--- config.mk ---
export PLATFORM = sky130hd
export DESIGN_NAME = nsd_dac_front
export DESIGN_NICKNAME = d
export VERILOG_FILES = /design/src/rtl/nsd_pkg.sv /design/src/rtl/nsd_shaper.sv /design/src/rtl/nsd_therm.sv /design/src/rtl/nsd_lane.sv /design/src/rtl/nsd_dac_front.sv
export SDC_FILE = /design/constraint.sdc
export NUM_CORES = 1
export LEC_CHECK = 0
export BUFFER_PORTS_ARGS = -buffer_cell sky130_fd_sc_hd__buf_2
export CAP_MARGIN = 20
export CORE_MARGIN = 10
export CORE_UTILIZATION = 50
export CTS_CLUSTER_DIAMETER = 120
export DETAILED_ROUTE_END_ITERATION = 7
export PLACE_DENSITY = 0.76
export SETUP_SLACK_MARGIN = 0.02
export SLEW_MARGIN = 20
export SYNTH_ARGS = -nofsm -noshare
export SYNTH_HDL_FRONTEND = slang
export SYNTH_SLANG_ARGS = --single-unit
--- constraint.sdc ---
create_clock -name clk -period 4.6 [get_ports clk]
set_input_delay 0 -clock clk [delete_from_list [all_inputs] [get_ports clk]]
set_output_delay 0 -clock clk [all_outputs]
set_load 0.05 [all_outputs]
--- src/rtl/nsd_pkg.sv ---
// Package: shared defaults and the saturation state type of the requantizer.
// Assumes: all lanes use the same widths, taken from these defaults.
package nsd_pkg;
    localparam int DEF_IN_W     = 22;
    localparam int DEF_COARSE_W = 5;
    localparam int DEF_FINE_W   = 9;
    localparam int DEF_NUM_CH   = 4;

    // Which way, if any, the shaped sum was clipped
    typedef enum logic [1:0] {
        SAT_NONE = 2'd0,
        SAT_HI   = 2'd1,
        SAT_LO   = 2'd2
    } sat_e;
endpackage

--- src/rtl/nsd_shaper.sv ---
// Module: first-order error-feedback requantizer for one channel.
// Adds the previous discarded LSBs to the sample, truncates toward minus
// infinity, saturates to OUT_W bits. Word output is combinational; the
// error store loads on strobe. Assumes IN_W > OUT_W.
module nsd_shaper
    import nsd_pkg::*;
#(
    parameter int IN_W  = DEF_IN_W,
    parameter int OUT_W = 1 + DEF_COARSE_W + DEF_FINE_W
) (
    input  logic             clk,
    input  logic             rst_n,
    input  logic             strobe,
    input  logic [IN_W-1:0]  din,
    output logic [OUT_W-1:0] word_nxt
);
    localparam int DROP_W = IN_W - OUT_W;
    localparam logic [OUT_W-1:0] WORD_MAX = {1'b0, {(OUT_W-1){1'b1}}};
    localparam logic [OUT_W-1:0] WORD_MIN = {1'b1, {(OUT_W-1){1'b0}}};

    logic [DROP_W-1:0] err_q;
    logic [IN_W:0]     sum;
    logic [OUT_W:0]    quot;
    sat_e              sat;

    // Add the stored error to the sign-extended sample and take the top bits
    always_comb begin
        sum  = {din[IN_W-1], din} + {{(OUT_W+1){1'b0}}, err_q};
        quot = sum[IN_W:DROP_W];
    end

    // Detect overflow of the OUT_W range: top two bits of quot differ
    always_comb begin
        if (quot[OUT_W] == quot[OUT_W-1]) sat = SAT_NONE;
        else if (!quot[OUT_W])            sat = SAT_HI;
        else                              sat = SAT_LO;
    end

    // Pick the clipped or plain word
    always_comb begin
        case (sat)
            SAT_HI:  word_nxt = WORD_MAX;
            SAT_LO:  word_nxt = WORD_MIN;
            default: word_nxt = quot[OUT_W-1:0];
        endcase
    end

    // Keep the discarded LSBs for the next sample of this channel
    always_ff @(posedge clk) begin
        if (!rst_n)      err_q <= '0;
        else if (strobe) err_q <= sum[DROP_W-1:0];
    end


    err_hold_chk: assert property (@(posedge clk) disable iff (!rst_n)
        !strobe |=> $stable(err_q));


    sat_hi_sign_chk: assert property (@(posedge clk) disable iff (!rst_n)
        (!din[IN_W-1]) |-> !word_nxt[OUT_W-1]);
endmodule

--- src/rtl/nsd_therm.sv ---
// Module: binary-to-thermometer decoder for the coarse field.
// Line j is on when the code exceeds j; the top line is therefore never on.
module nsd_therm
    import nsd_pkg::*;
#(
    parameter int COARSE_W = DEF_COARSE_W
) (
    input  logic [COARSE_W-1:0]       code,
    output logic [(1<<COARSE_W)-1:0]  lines
);
    localparam int THERM_W = 1 << COARSE_W;

    // One comparator per line
    for (genvar j = 0; j < THERM_W; j++) begin : g_line
        assign lines[j] = (32'(code) > j);
    end
endmodule

--- src/rtl/nsd_lane.sv ---
// Module: one channel: shaper, thermometer decode and the strobe-loaded
// output latch holding word and thermometer lines.
module nsd_lane
    import nsd_pkg::*;
#(
    parameter int IN_W     = DEF_IN_W,
    parameter int COARSE_W = DEF_COARSE_W,
    parameter int FINE_W   = DEF_FINE_W
) (
    input  logic                      clk,
    input  logic                      rst_n,
    input  logic                      strobe,
    input  logic [IN_W-1:0]           din,
    output logic [COARSE_W+FINE_W:0]  word_q,
    output logic                      dir,
    output logic [(1<<COARSE_W)-1:0]  therm_q,
    output logic [FINE_W-1:0]         fine
);
    localparam int OUT_W   = 1 + COARSE_W + FINE_W;
    localparam int THERM_W = 1 << COARSE_W;

    logic [OUT_W-1:0]   word_nxt;
    logic [THERM_W-1:0] therm_nxt;

    nsd_shaper #(.IN_W(IN_W), .OUT_W(OUT_W)) u_shaper (
        .clk      (clk),
        .rst_n    (rst_n),
        .strobe   (strobe),
        .din      (din),
        .word_nxt (word_nxt)
    );

    nsd_therm #(.COARSE_W(COARSE_W)) u_therm (
        .code  (word_nxt[OUT_W-2:FINE_W]),
        .lines (therm_nxt)
    );

    // Latch word and thermometer lines together on the strobe
    always_ff @(posedge clk) begin
        if (!rst_n) begin
            word_q  <= '0;
            therm_q <= '0;
        end else if (strobe) begin
            word_q  <= word_nxt;
            therm_q <= therm_nxt;
        end
    end

    // Fields taken straight from the registered word
    assign dir  = word_q[OUT_W-1];
    assign fine = word_q[FINE_W-1:0];


    out_hold_chk: assert property (@(posedge clk) disable iff (!rst_n)
        !strobe |=> ($stable(word_q) && $stable(therm_q)));


    therm_count_chk: assert property (@(posedge clk) disable iff (!rst_n)
        $countones(therm_q) == 32'(word_q[OUT_W-2:FINE_W]));


    therm_shape_chk: assert property (@(posedge clk) disable iff (!rst_n)
        ((therm_q & (therm_q + 1'b1)) == '0) && !therm_q[THERM_W-1]);


    no_wrap_chk: assert property (@(posedge clk) disable iff (!rst_n)
        (strobe && !din[IN_W-1]) |=> !word_q[OUT_W-1]);

    // after a reset edge everything reads zero
    logic was_rst;
    always_ff @(posedge clk) was_rst <= !rst_n;
    always @(negedge clk) begin
        if (was_rst) begin

            reset_clear_chk: assert (word_q == '0 && therm_q == '0);
        end
    end
endmodule

--- src/rtl/nsd_dac_front.sv ---
// Module: top of the requantizer/decoder; one lane per channel, buses
// packed with channel c at slice c.
module nsd_dac_front
    import nsd_pkg::*;
#(
    parameter int IN_W     = DEF_IN_W,
    parameter int COARSE_W = DEF_COARSE_W,
    parameter int FINE_W   = DEF_FINE_W,
    parameter int NUM_CH   = DEF_NUM_CH
) (
    input  logic                                clk,
    input  logic                                rst_n,
    input  logic                                strobe,
    input  logic [NUM_CH*IN_W-1:0]              din,
    output logic [NUM_CH*(1+COARSE_W+FINE_W)-1:0] word_o,
    output logic [NUM_CH-1:0]                   dir_o,
    output logic [NUM_CH*(1<<COARSE_W)-1:0]     therm_o,
    output logic [NUM_CH*FINE_W-1:0]            fine_o
);
    localparam int OUT_W   = 1 + COARSE_W + FINE_W;
    localparam int THERM_W = 1 << COARSE_W;

    // One independent lane per channel
    for (genvar c = 0; c < NUM_CH; c++) begin : g_ch
        nsd_lane #(
            .IN_W     (IN_W),
            .COARSE_W (COARSE_W),
            .FINE_W   (FINE_W)
        ) u_lane (
            .clk     (clk),
            .rst_n   (rst_n),
            .strobe  (strobe),
            .din     (din[c*IN_W +: IN_W]),
            .word_q  (word_o[c*OUT_W +: OUT_W]),
            .dir     (dir_o[c]),
            .therm_q (therm_o[c*THERM_W +: THERM_W]),
            .fine    (fine_o[c*FINE_W +: FINE_W])
        );
    end
endmodule

# --- After elaboration in Yosys (flattened, before gate mapping) ---
# Cells that the tools add are included.
totals:
  reg_bits: 212
  latch_bits: 0
  ram_bits: 0
  rom_bits: 0
  input_bits: 91
  out_inout_bits: 228
  wordCells: 164
  memories: 0
classes:
  n_addsub: 4
  n_mul: 0
  n_div: 0
  magnitude_cmp: 124
  eq_ne: 12
  shift: 0
  muxes: 12
  bitwise_logic: 0
  n_reduce_logical: 0
op_table:
  columns: ["operator", "count"]
  rows:
  - ["> comparator 5 bit (second input constant)", 60]
  - ["> comparator 5 x 4 -> 1 bit (second input constant)", 32]
  - ["case mux 15 bit (2 select lines)", 4]
  - ["adder 22 x 8 -> 23 bit", 4]
  - ["> comparator 5 x 3 -> 1 bit (second input constant)", 16]
  - ["> comparator 5 x 1 -> 1 bit (second input constant)", 8]
  - ["> comparator 5 x 2 -> 1 bit (second input constant)", 8]
  - ["two-way mux 2 bit", 8]
  - ["equality test 2 x 1 -> 1 bit (second input constant)", 4]
  - ["equality test 2 bit (second input constant)", 4]
  - ["equality test 1 bit", 4]

# --- Logic depth before layout (Yosys ltp) ---
# Gate-level depths: netlist of the first run.
logic_depth:
  ltp_word: 6
  ltp_mapped: 16
  ltp_nobuf: 15

# --- Modules after synthesis ---
# Synthesis of the first run repeated with hierarchy kept, for this count alone.
unflattened:
  hier_cells: 1376
  area_unflattened_um2: 12554.5
modules_own_cells:
  columns: ["mod", "instances", "cells_each", "area_each_um2", "seq_area_each_um2"]
  rows:
  - ["nsd_lane", 4, 161, 1881.8, 940.9]
  - ["nsd_shaper at g_ch[1].u_lane.u_shaper ...", 2, 124, 942.2, 140.1]
  - ["nsd_shaper at g_ch[0].u_lane.u_shaper ...", 2, 124, 938.4, 140.1]
  - ["nsd_therm", 4, 59, 316.6, 0.0]

# --- Worst setup path before layout of the first run ---
# No wires, ideal clock.
synth_path:
  kind: "reg2reg"
  startpoint: "reg g_ch[3].u_lane.u_shaper.err_q[0]"
  endpoint: "reg g_ch[3].u_lane.therm_q[20]"
  setup_time_ps: 58
  arrival_time_ps: 3571
  path_slack_ps: 971
  path_stages_with_launch: 15
  period_less_slack_ps: 3629
  path_cell_list: "dfxtp_1 ha_1 fa_1 a21o_1 a221oi_2 o22a_1 o41ai_1 ha_1 clkbuf_1 nand2_1 nor3_1 a211oi_1 a21oi_1 a311oi_1 o21a_1"
synth_between:
  elab_chain_cells: 6
  elab_cells_between_ends: 8
  classes_between: "add/sub (1); order compare (1); eq/ne (3); mux (3)"
synth_lines:
  columns: ["element", "line_no", "source"]
  rows:
  - ["from (decl)", "nsd_shaper.sv:21", "logic [DROP_W-1:0] err_q;"]
  - ["from (signal assigned)", "nsd_shaper.sv:51", "else if (strobe) err_q <= sum[DROP_W-1:0];"]
  - ["adder 22 x 8 -> 23 bit (*)", "nsd_shaper.sv:28", "sum = {din[IN_W-1], din} + {{(OUT_W+1){1'b0}}, err_q};"]
  - ["two-way mux 2 bit or equality test 1 bit (tied branches)", "nsd_shaper.sv:35, nsd_shaper.sv:34", null]
  - ["two-way mux 2 bit", "nsd_shaper.sv:34", "if (quot[OUT_W] == quot[OUT_W-1]) sat = SAT_NONE;"]
  - ["equality test 2 bit or equality test 2 x 1 -> 1 bit (tied branches)", "nsd_shaper.sv:41", "case (sat)"]
  - ["case mux 15 bit (2 select lines) (*)", "nsd_shaper.sv:41", null]
  - ["> comparator 5 bit (*)", "nsd_therm.sv:15", "assign lines[j] = (32'(code) > j);"]
  - ["to (signal assigned)", "nsd_lane.sv:45", "therm_q <= therm_nxt;"]
  - ["to (decl)", "nsd_lane.sv:16", "output logic [(1<<COARSE_W)-1:0] therm_q,"]
# Every way passes the cells marked *; elsewhere a longest branch is shown, timed or not.
# A chain may end at the register's enable or synchronous reset.

# --- Worst setup path in the final report of the first run ---
layout_path:
  startpoint: "reg g_ch[3].u_lane.u_shaper.err_q[0]"
  endpoint: "reg g_ch[3].u_lane.therm_q[28]"
# Same word-level chain as after synthesis.

==> out/qor.txt, run 1 <==
WORST HOLD PATH
------------------------------------------------------------------------------------------------------
WHS Path Cells                                                                                       5
Hold path startpoint                                                                           din[36]
Min-delay worst type                                                                            in2reg

FLOORPLAN
------------------------------------------------------------------------------------------------------
Cell Rows                                                                                           55
Starting density of the core                                                                     0.505
I/O pin count                                                                                      319
DIE WIDTH                                                                                       170 um
Vertical die dimension                                                                          170 um
DIE AREA                                                                                   29,100 um^2
Total core area                                                                            22,400 um^2

CLOCK NETWORK
------------------------------------------------------------------------------------------------------
Maximum buffer depth of the clock tree                                                               3
Clock tree from TritonCTS                                                                        built
Clock transition at the register clock pins on the worst setup and hold paths after CTS        0.06 ns
Clock buffer count from CTS                                                                         23
Clk Latency, worst-skew pair                                                                   0.52 ns
Maximum level of the CTS H-tree                                                                      1
Root buffer cell                                                                             clkbuf_16
Clock Sinks                                                                                        212
Buffers inserted by post-CTS timing repair                                                           0

TIMING
------------------------------------------------------------------------------------------------------
Slew @ Worst Pin                                                                              0.991 ns
Final period utilization                                                                         0.900
Fmax                                                                                           241 MHz
Worst Clk Skew                                                                              0.00964 ns
Final hold viol count                                                                                0
RSZ-0062 raised after global routing                                                                no
Setup_tns                                                                                         0 ns
Max-slew headroom at the worst pin                                                               0.339
Final Max Slew Viols                                                                                 0
Minimum period implied by the final worst setup slack                                          4.14 ns
Final setup vio count                                                                                0

ROUTING
------------------------------------------------------------------------------------------------------
Routed wire per std cell                                                                       19.2 um
Drt first pass iters                                                                                 6
Total DRC errors in the routed layout                                                                0
Number of nets with antenna violations after detailed routing                                        0
Per-cell via count in the routed design                                                           5.80
Number of DRC markers after the initial detailed-route iteration                                 1,054
Overall via count from detail_route                                                             11,500
Detailed-route wire length                                                                   37,900 um

GLOBAL ROUTE
------------------------------------------------------------------------------------------------------
GRT Total Usage                                                                                  0.249
Number of global-route vias before repair                                                       11,200
Antenna violations before repair                                                                     0
Final global-route overflow total                                                                    0
Global-route wire length before repair                                                       59,800 um
Maximum number of pins on one net before global-route repair                                        84

PLACED DESIGN
------------------------------------------------------------------------------------------------------
RePlAce Congestion                                                                               0.934
DP Wirelength                                                                                27,700 um
Port Buf Inserts                                                                                   314

SYNTHESIS
------------------------------------------------------------------------------------------------------
Unique masters post-synth                                                                           68
Main area contributors after synthesis                                                    dfxtp_1, a21oi_1, nor2_1, nand2_1, mux2i_1
Flip-flop cell with the highest count after synthesis                                          dfxtp_1
Syn. warnings                                                                                        0
Synthesized instance count                                                                       1,391
Post-synth ARST share                                                                                0
Cell taking the most area after synthesis                                                      dfxtp_1
Proportion of synthesized chip area in sequential cells                                          0.375
Flip-flop and latch count after synthesis                                                          212
Post-synth EDFFs                                                                                     0
Synthesized area per cell                                                                    8.14 um^2
Top-area cell type share of the netlist area                                                     0.375
Cell area after synthesis                                                                  11,300 um^2

CRITICAL PATH
------------------------------------------------------------------------------------------------------
Maximum fanout along the worst path                                                                 16
Depth of the most critical reg-to-reg path                                                          13
Kind of end point of the critical path                                                            flop
FF-to-FF Start                                                                            g_ch[3].u_lane.u_shaper.err_q[0]
Reg-to-Reg End                                                                            g_ch[3].u_lane.therm_q[28]
Critical Path Start Type                                                                          flop
Register-to-register setup slack                                                               0.46 ns
Worst setup path end                                                                      g_ch[3].u_lane.therm_q[28]
Launch point of the worst path                                                            g_ch[3].u_lane.u_shaper.err_q[0]
Req. time, crit path                                                                           5.01 ns
Worst EP arrival                                                                               4.56 ns
Class of the most critical setup path                                                          reg2reg

FINAL LAYOUT
------------------------------------------------------------------------------------------------------
Layout cell share with drive strength beyond 1                                                   0.235
Utilization after layout                                                                         0.621
Layout fillers                                                                                   1,990
Post-layout net count                                                                            1,800
Area growth from synthesis to final layout                                                       23.0%
Leading cell type in the layout, fill and taps excluded                                          buf_2
Top library cells by usage in the layout, fill and taps aside                             buf_2, dfxtp_1, a21oi_1, nor2_1, nand2_1

RUN STATUS
------------------------------------------------------------------------------------------------------
Status                                                                                    finished clean

POWER
------------------------------------------------------------------------------------------------------
Leakage                                                                                        6.41 nW
Power per standard cell area                                                               404 nW/um^2
Max rail drop VDD                                                                           0.000284 V

RUN
------------------------------------------------------------------------------------------------------
Number of maximum-capacitance constraint violations                                                  0

worst max-delay path, stage by stage, from the launching register on:
cell and delay, ns:
dfxtp_1 0.32, ha_1 0.21, fa_1 0.41, a21o_1 0.21, a221oi_2 0.40, o22a_1 0.30, o41ai_1 0.12, ha_1 0.44
buf_4 0.27, or2_2 0.20, o311a_1 0.36, o21a_1 0.30, nand2_1 0.14, o41ai_1 0.36
logic make-up (layout without fill, tap and decap cells):
family                   Yosys count  in the layout  share of synthesized area
AO/OA/AOI/OAI                    431            431                      0.240
XOR/XNOR                          70             70                     0.0541
adder cells (fa/ha/maj)           36             36                     0.0424
buffers and inverters            134            430                     0.0603
flip-flops                       212            212                      0.375
multiplexers                      47             47                     0.0418
other                              1              6                   0.000331
AND/OR/NAND/NOR                  460            460                      0.186
report_power, final:
part / internal (mW) / total [mW] / switching (mW)
sequential: 2.00 / 2.09 / 0.0993
combinational: 0.508 / 1.75 / 1.24
clock: 1.01 / 1.78 / 0.769
state kept, by name, summed over array words and instances (netlist names):
register,cells
g_ch.u_lane.therm_q,124
g_ch.u_lane.word_q,60
g_ch.u_lane.u_shaper.err_q,28
stage by stage:
stage	total power [mW]	hold slack (ns)	cell area, um^2	instances	worst slack, ns
floorplan	3.41	0.216	11300	1394	0.971
global placement	3.81	0.357	12800	1896	0.521
detailed placement	3.83	0.347	12800	1896	0.470
CTS	5.63	0.000203	13900	1974	0.395
global route	5.87	0.0418	13900	1975	0.141
finish	5.62	0.0169	13900	1977	0.458
Yosys cell counts, drive strengths merged (11+ instances only):
library cell,count
a211oi,26
a21oi,151
clkbuf,64
and2,17
o21ai,88
nand3,44
ha,32
xnor2,36
a31oi,18
nand2,136
nand4,19
xor2,34
mux2i,45
nor2,149
nor3,25
dfxtp,212
nor2b,13
a21o,34
buf,53
o211ai,18
o21a,12
inv,15
nand2b,11
final cells by class:
type / instances / area [um^2] / share of cell area
Sequential cell: 212 / 4240 / 0.305
Inverter: 17 / 66.3 / 0.00476
Antenna cell: 2 / 5.00 / 0.000359
Tap cell: 285 / 357 / 0.0256
Clock inverter: 9 / 58.8 / 0.00422
Clock buffer: 33 / 663 / 0.0476
Multi-Input combinational cell: 1048 / 6420 / 0.461
Timing Repair Buffer: 371 / 2110 / 0.151
timing repair:
action / CTS / global route
setup endpoints to repair: 0 / 1
hold buffers: 36 / 0
resized for setup: 0 / 1
endpoints found under the hold margin: 35 / 0
metal layers:
metal  track usage  share of wire
met1         0.311           0.42
met2         0.399           0.45
met3        0.0673          0.089
met4         0.105          0.040
met5             0              0
worst min path at each step:
stage,end
2_1_floorplan,g_ch[1].u_lane.word_q[0]
5_1_grt,g_ch[2].u_lane.therm_q[22]
3_5_place_dp,g_ch[0].u_lane.word_q[8]
6_report,g_ch[1].u_lane.word_q[7]
4_1_cts,g_ch[1].u_lane.word_q[7]
3_3_place_gp,g_ch[1].u_lane.u_shaper.err_q[0]
Power figures use the tool's default switching activity.
==> inputs of run 2 (changes only) <==
--- a/config.mk
+++ b/config.mk
@@ -6,7 +6,6 @@
 export NUM_CORES = 1
 export LEC_CHECK = 0
 export BUFFER_PORTS_ARGS = -buffer_cell sky130_fd_sc_hd__buf_2
-export CAP_MARGIN = 20
 export CORE_MARGIN = 10
 export CORE_UTILIZATION = 50
 export CTS_CLUSTER_DIAMETER = 120
==> constraint.sdc (replaced) <==
create_clock -name clk -period 4.4 [get_ports clk]
set_input_delay 0 -clock clk [delete_from_list [all_inputs] [get_ports clk]]
set_output_delay 0 -clock clk [all_outputs]
set_load 0.05 [all_outputs]
==> run 2 against run 1 <==
  * Count of clock-buffer cells in the layout down 1
  * Sequential cell count unchanged
  * Register-to-register slack worse by 0.19 ns
  * Clock skew up 0.0045 ns
  * Final cell count up 0.40%
  * Combinational power up 5%
  * Global-route usage up 0.22 points
  * Setup slack worse by 0.19 ns
  * Clock power up 16%
  * Core utilization up 0.78 points
  * Final area up 1.3%
  * Critical path type unchanged
  * Highest routed layer unchanged
==> out/qor.txt, run 2 (synthesis gave the netlist of run 1 again) <==
CLOCK NETWORK
------------------------------------------------------------------------------------------------------
Clock buffer count from CTS                                                                         24   +4.3%
Maximum level of the CTS H-tree                                                                      1   unchanged
Clk Latency, worst-skew pair                                                                   0.52 ns   about the same
Root buffer cell                                                                             clkbuf_16
Clock Sinks                                                                                        212   unchanged
Clock tree from TritonCTS                                                                        built
Maximum buffer depth of the clock tree                                                               3   unchanged
Buffers inserted by post-CTS timing repair                                                           0   unchanged
Clock transition at the register clock pins on the worst setup and hold paths after CTS        0.06 ns   about the same

FINAL LAYOUT
------------------------------------------------------------------------------------------------------
Registers with the most flip-flops                                                        g_ch.u_lane.therm_q x124, g_ch.u_lane.word_q x60, g_ch.u_lane.u_shaper.err_q x28
Post-layout net count                                                                            1,808   +0.44%
Biggest register                                                                          g_ch.u_lane.therm_q
Area growth from synthesis to final layout                                                       24.5%
Leading cell type in the layout, fill and taps excluded                                          buf_2
Top library cells by usage in the layout, fill and taps aside                             buf_2, dfxtp_1, a21oi_1, nor2_1, nand2_1
Flip-flop count of the largest register, all copies and words added                                124   unchanged
Layout cell share with drive strength beyond 1                                                   0.240   +0.00478

FLOORPLAN
------------------------------------------------------------------------------------------------------
DIE AREA                                                                                   29,100 um^2   unchanged
Starting density of the core                                                                     0.505   unchanged
DIE WIDTH                                                                                       170 um   unchanged
Cell Rows                                                                                           55   unchanged
I/O pin count                                                                                      319   unchanged
Total core area                                                                            22,400 um^2   unchanged
Vertical die dimension                                                                          170 um   unchanged

GLOBAL ROUTE
------------------------------------------------------------------------------------------------------
Maximum number of pins on one net before global-route repair                                       101   +20%
Final global-route overflow total                                                                    0   unchanged
GRT Total Usage                                                                                  0.252   +0.00222
Number of global-route vias before repair                                                       11,400   +2.3%
Antenna violations before repair                                                                     0   unchanged
Global-route wire length before repair                                                       60,200 um   +0.65%

ROUTING
------------------------------------------------------------------------------------------------------
Drt first pass iters                                                                                 5   -1
Number of DRC markers after the initial detailed-route iteration                                   843   -20%
Overall via count from detail_route                                                             11,500   +0.37%
Total DRC errors in the routed layout                                                                0   unchanged
Routed wire per std cell                                                                       19.3 um   +0.41%
Number of nets with antenna violations after detailed routing                                        0   unchanged
Detailed-route wire length                                                                   38,300 um   +0.81%
Per-cell via count in the routed design                                                           5.79   about the same

TIMING
------------------------------------------------------------------------------------------------------
Final hold viol count                                                                                0   unchanged
Max-slew headroom at the worst pin                                                               0.394   +0.0551
RSZ-0062 raised after global routing                                                               yes
Setup_tns                                                                                         0 ns   unchanged
Fmax                                                                                           242 MHz   +0.15%
Final Max Slew Viols                                                                                 0   unchanged
Slew @ Worst Pin                                                                              0.898 ns   -0.0930 ns
Minimum hold slack                                                                           0.0255 ns   +0.00866 ns
Worst Clk Skew                                                                               0.0141 ns   +0.00450 ns
Final setup vio count                                                                                0   unchanged
Final period utilization                                                                         0.940   +0.0395
Minimum period implied by the final worst setup slack                                          4.14 ns   -0.00640 ns

POWER
------------------------------------------------------------------------------------------------------
Power per standard cell area                                                               432 nW/um^2   +7.0%
Leakage                                                                                        6.50 nW   +1.4%
Max rail drop VDD                                                                           0.000297 V   +4.7%

CRITICAL PATH
------------------------------------------------------------------------------------------------------
Maximum fanout along the worst path                                                                 14   -2
Reg-to-Reg End                                                                            g_ch[3].u_lane.therm_q[20]
Register-to-register setup slack                                                               0.26 ns   -0.19 ns
Kind of end point of the critical path                                                            flop
Worst EP arrival                                                                               4.54 ns   -0.02 ns
Worst setup path end                                                                      g_ch[3].u_lane.therm_q[20]
Depth of the most critical reg-to-reg path                                                          12   -1
Req. time, crit path                                                                           4.80 ns   -0.21 ns
Most frequent CP cell                                                                             ha_1
Launch point of the worst path                                                            g_ch[3].u_lane.u_shaper.err_q[0]
Max stage delay cell, worst path                                                               a21oi_1
Critical Path Start Type                                                                          flop
FF-to-FF Start                                                                            g_ch[3].u_lane.u_shaper.err_q[0]
Class of the most critical setup path                                                          reg2reg
Longest individual stage delay on the worst path                                               0.51 ns   +0.07 ns
Crit path cell chain                                                                      ha_1 -> fa_1 -> a21o_1 -> a221oi_2 -> o22a_1 -> o41ai_1 -> ha_1 -> nor2_1 -> a31oi_1 -> a21oi_1 -> a311oi_1 -> o21a_1

PLACED DESIGN
------------------------------------------------------------------------------------------------------
DP Wirelength                                                                                27,900 um   +0.77%
Port Buf Inserts                                                                                   314   unchanged
RePlAce Congestion                                                                               0.932   -0.27%

RUN STATUS
------------------------------------------------------------------------------------------------------
Status                                                                                    finished clean

WORST HOLD PATH
------------------------------------------------------------------------------------------------------
Min-delay worst type                                                                            in2reg
Hold path startpoint                                                                           din[57]
WHS Path Cells                                                                                       5   unchanged

RUN
------------------------------------------------------------------------------------------------------
Number of maximum-capacitance constraint violations                                                  0   unchanged

==> run 2: cell type report <==
| type | instances | area [um^2] |
|---|---|---|
| fillers | 2030 | 8330 |
| inverters | 17 | 66.3 |
| well taps | 285 | 357 |
| flip-flops and latches | 212 | 4240 |
| clock inverters | 11 | 119 |
| repair buffers | 378 | 2160 |
| diodes | 2 | 5.00 |
| multi-input cells | 1048 | 6440 |
| clock buffers | 32 | 712 |
==> run 2: routing by layer <==
| layer | vias up | global-route usage | part of all wire |
|---|---|---|---|
| li1 | 5553 | - | - |
| met1 | 5348 | 0.313 | 0.42 |
| met2 | 518 | 0.410 | 0.46 |
| met3 | 83 | 0.0712 | 0.092 |
| met4 | 0 | 0.0858 | 0.032 |
| met5 | - | 0 | 0 |
==> run 2: what timing repair did <==
item	CTS	global route
hold endpoints to repair	58	0
hold buffers	41	0
endpoints found under the setup margin	0	22
gates resized for setup	0	4
==> run 2: worst min-delay path by stage <==
stage,slack [ns],endpoint
floorplan,0.22,g_ch[1].u_lane.word_q[0]
global placement,0.36,g_ch[1].u_lane.u_shaper.err_q[0]
detailed placement,0.35,g_ch[0].u_lane.word_q[8]
CTS,0.006,g_ch[3].u_lane.word_q[2]
global route,0.04,g_ch[2].u_lane.word_q[6]
finish,0.03,g_ch[2].u_lane.word_q[6]
==> run 2: power by group <==
| group | internal [mW] | leakage (nW) | switching (mW) | total (mW) |
|---|---|---|---|---|
| clock | 1.25 | 0.413 | 0.811 | 2.07 |
| combinational | 0.535 | 4.34 | 1.30 | 1.83 |
| sequential | 2.09 | 1.75 | 0.101 | 2.19 |
==> run 2: critical path, delay by kind of cell (launching register included) <==
kind                     cells  cell delay (ns)
flip-flops                   1             0.32
adder cells (fa/ha/maj)      3             1.10
AO/OA/AOI/OAI                8             2.19
AND/OR/NAND/NOR              1             0.41
==> run 2: metrics by stage <==
step | instance area [um^2] | cells | setup slack (ns) | total power, mW | util
6_report | 14100 | 1985 | 0.265 | 6.09 | 0.629
5_1_grt | 14100 | 1983 | -0.000176 | 6.36 | 0.628
4_1_cts | 14100 | 1983 | 0.0587 | 6.11 | 0.627
3_5_place_dp | 12800 | 1899 | 0.0659 | 4.01 | 0.572
3_3_place_gp | 12800 | 1899 | 0.171 | 3.99 | 0.572
2_1_floorplan | 11300 | 1394 | 0.771 | 3.57 | -
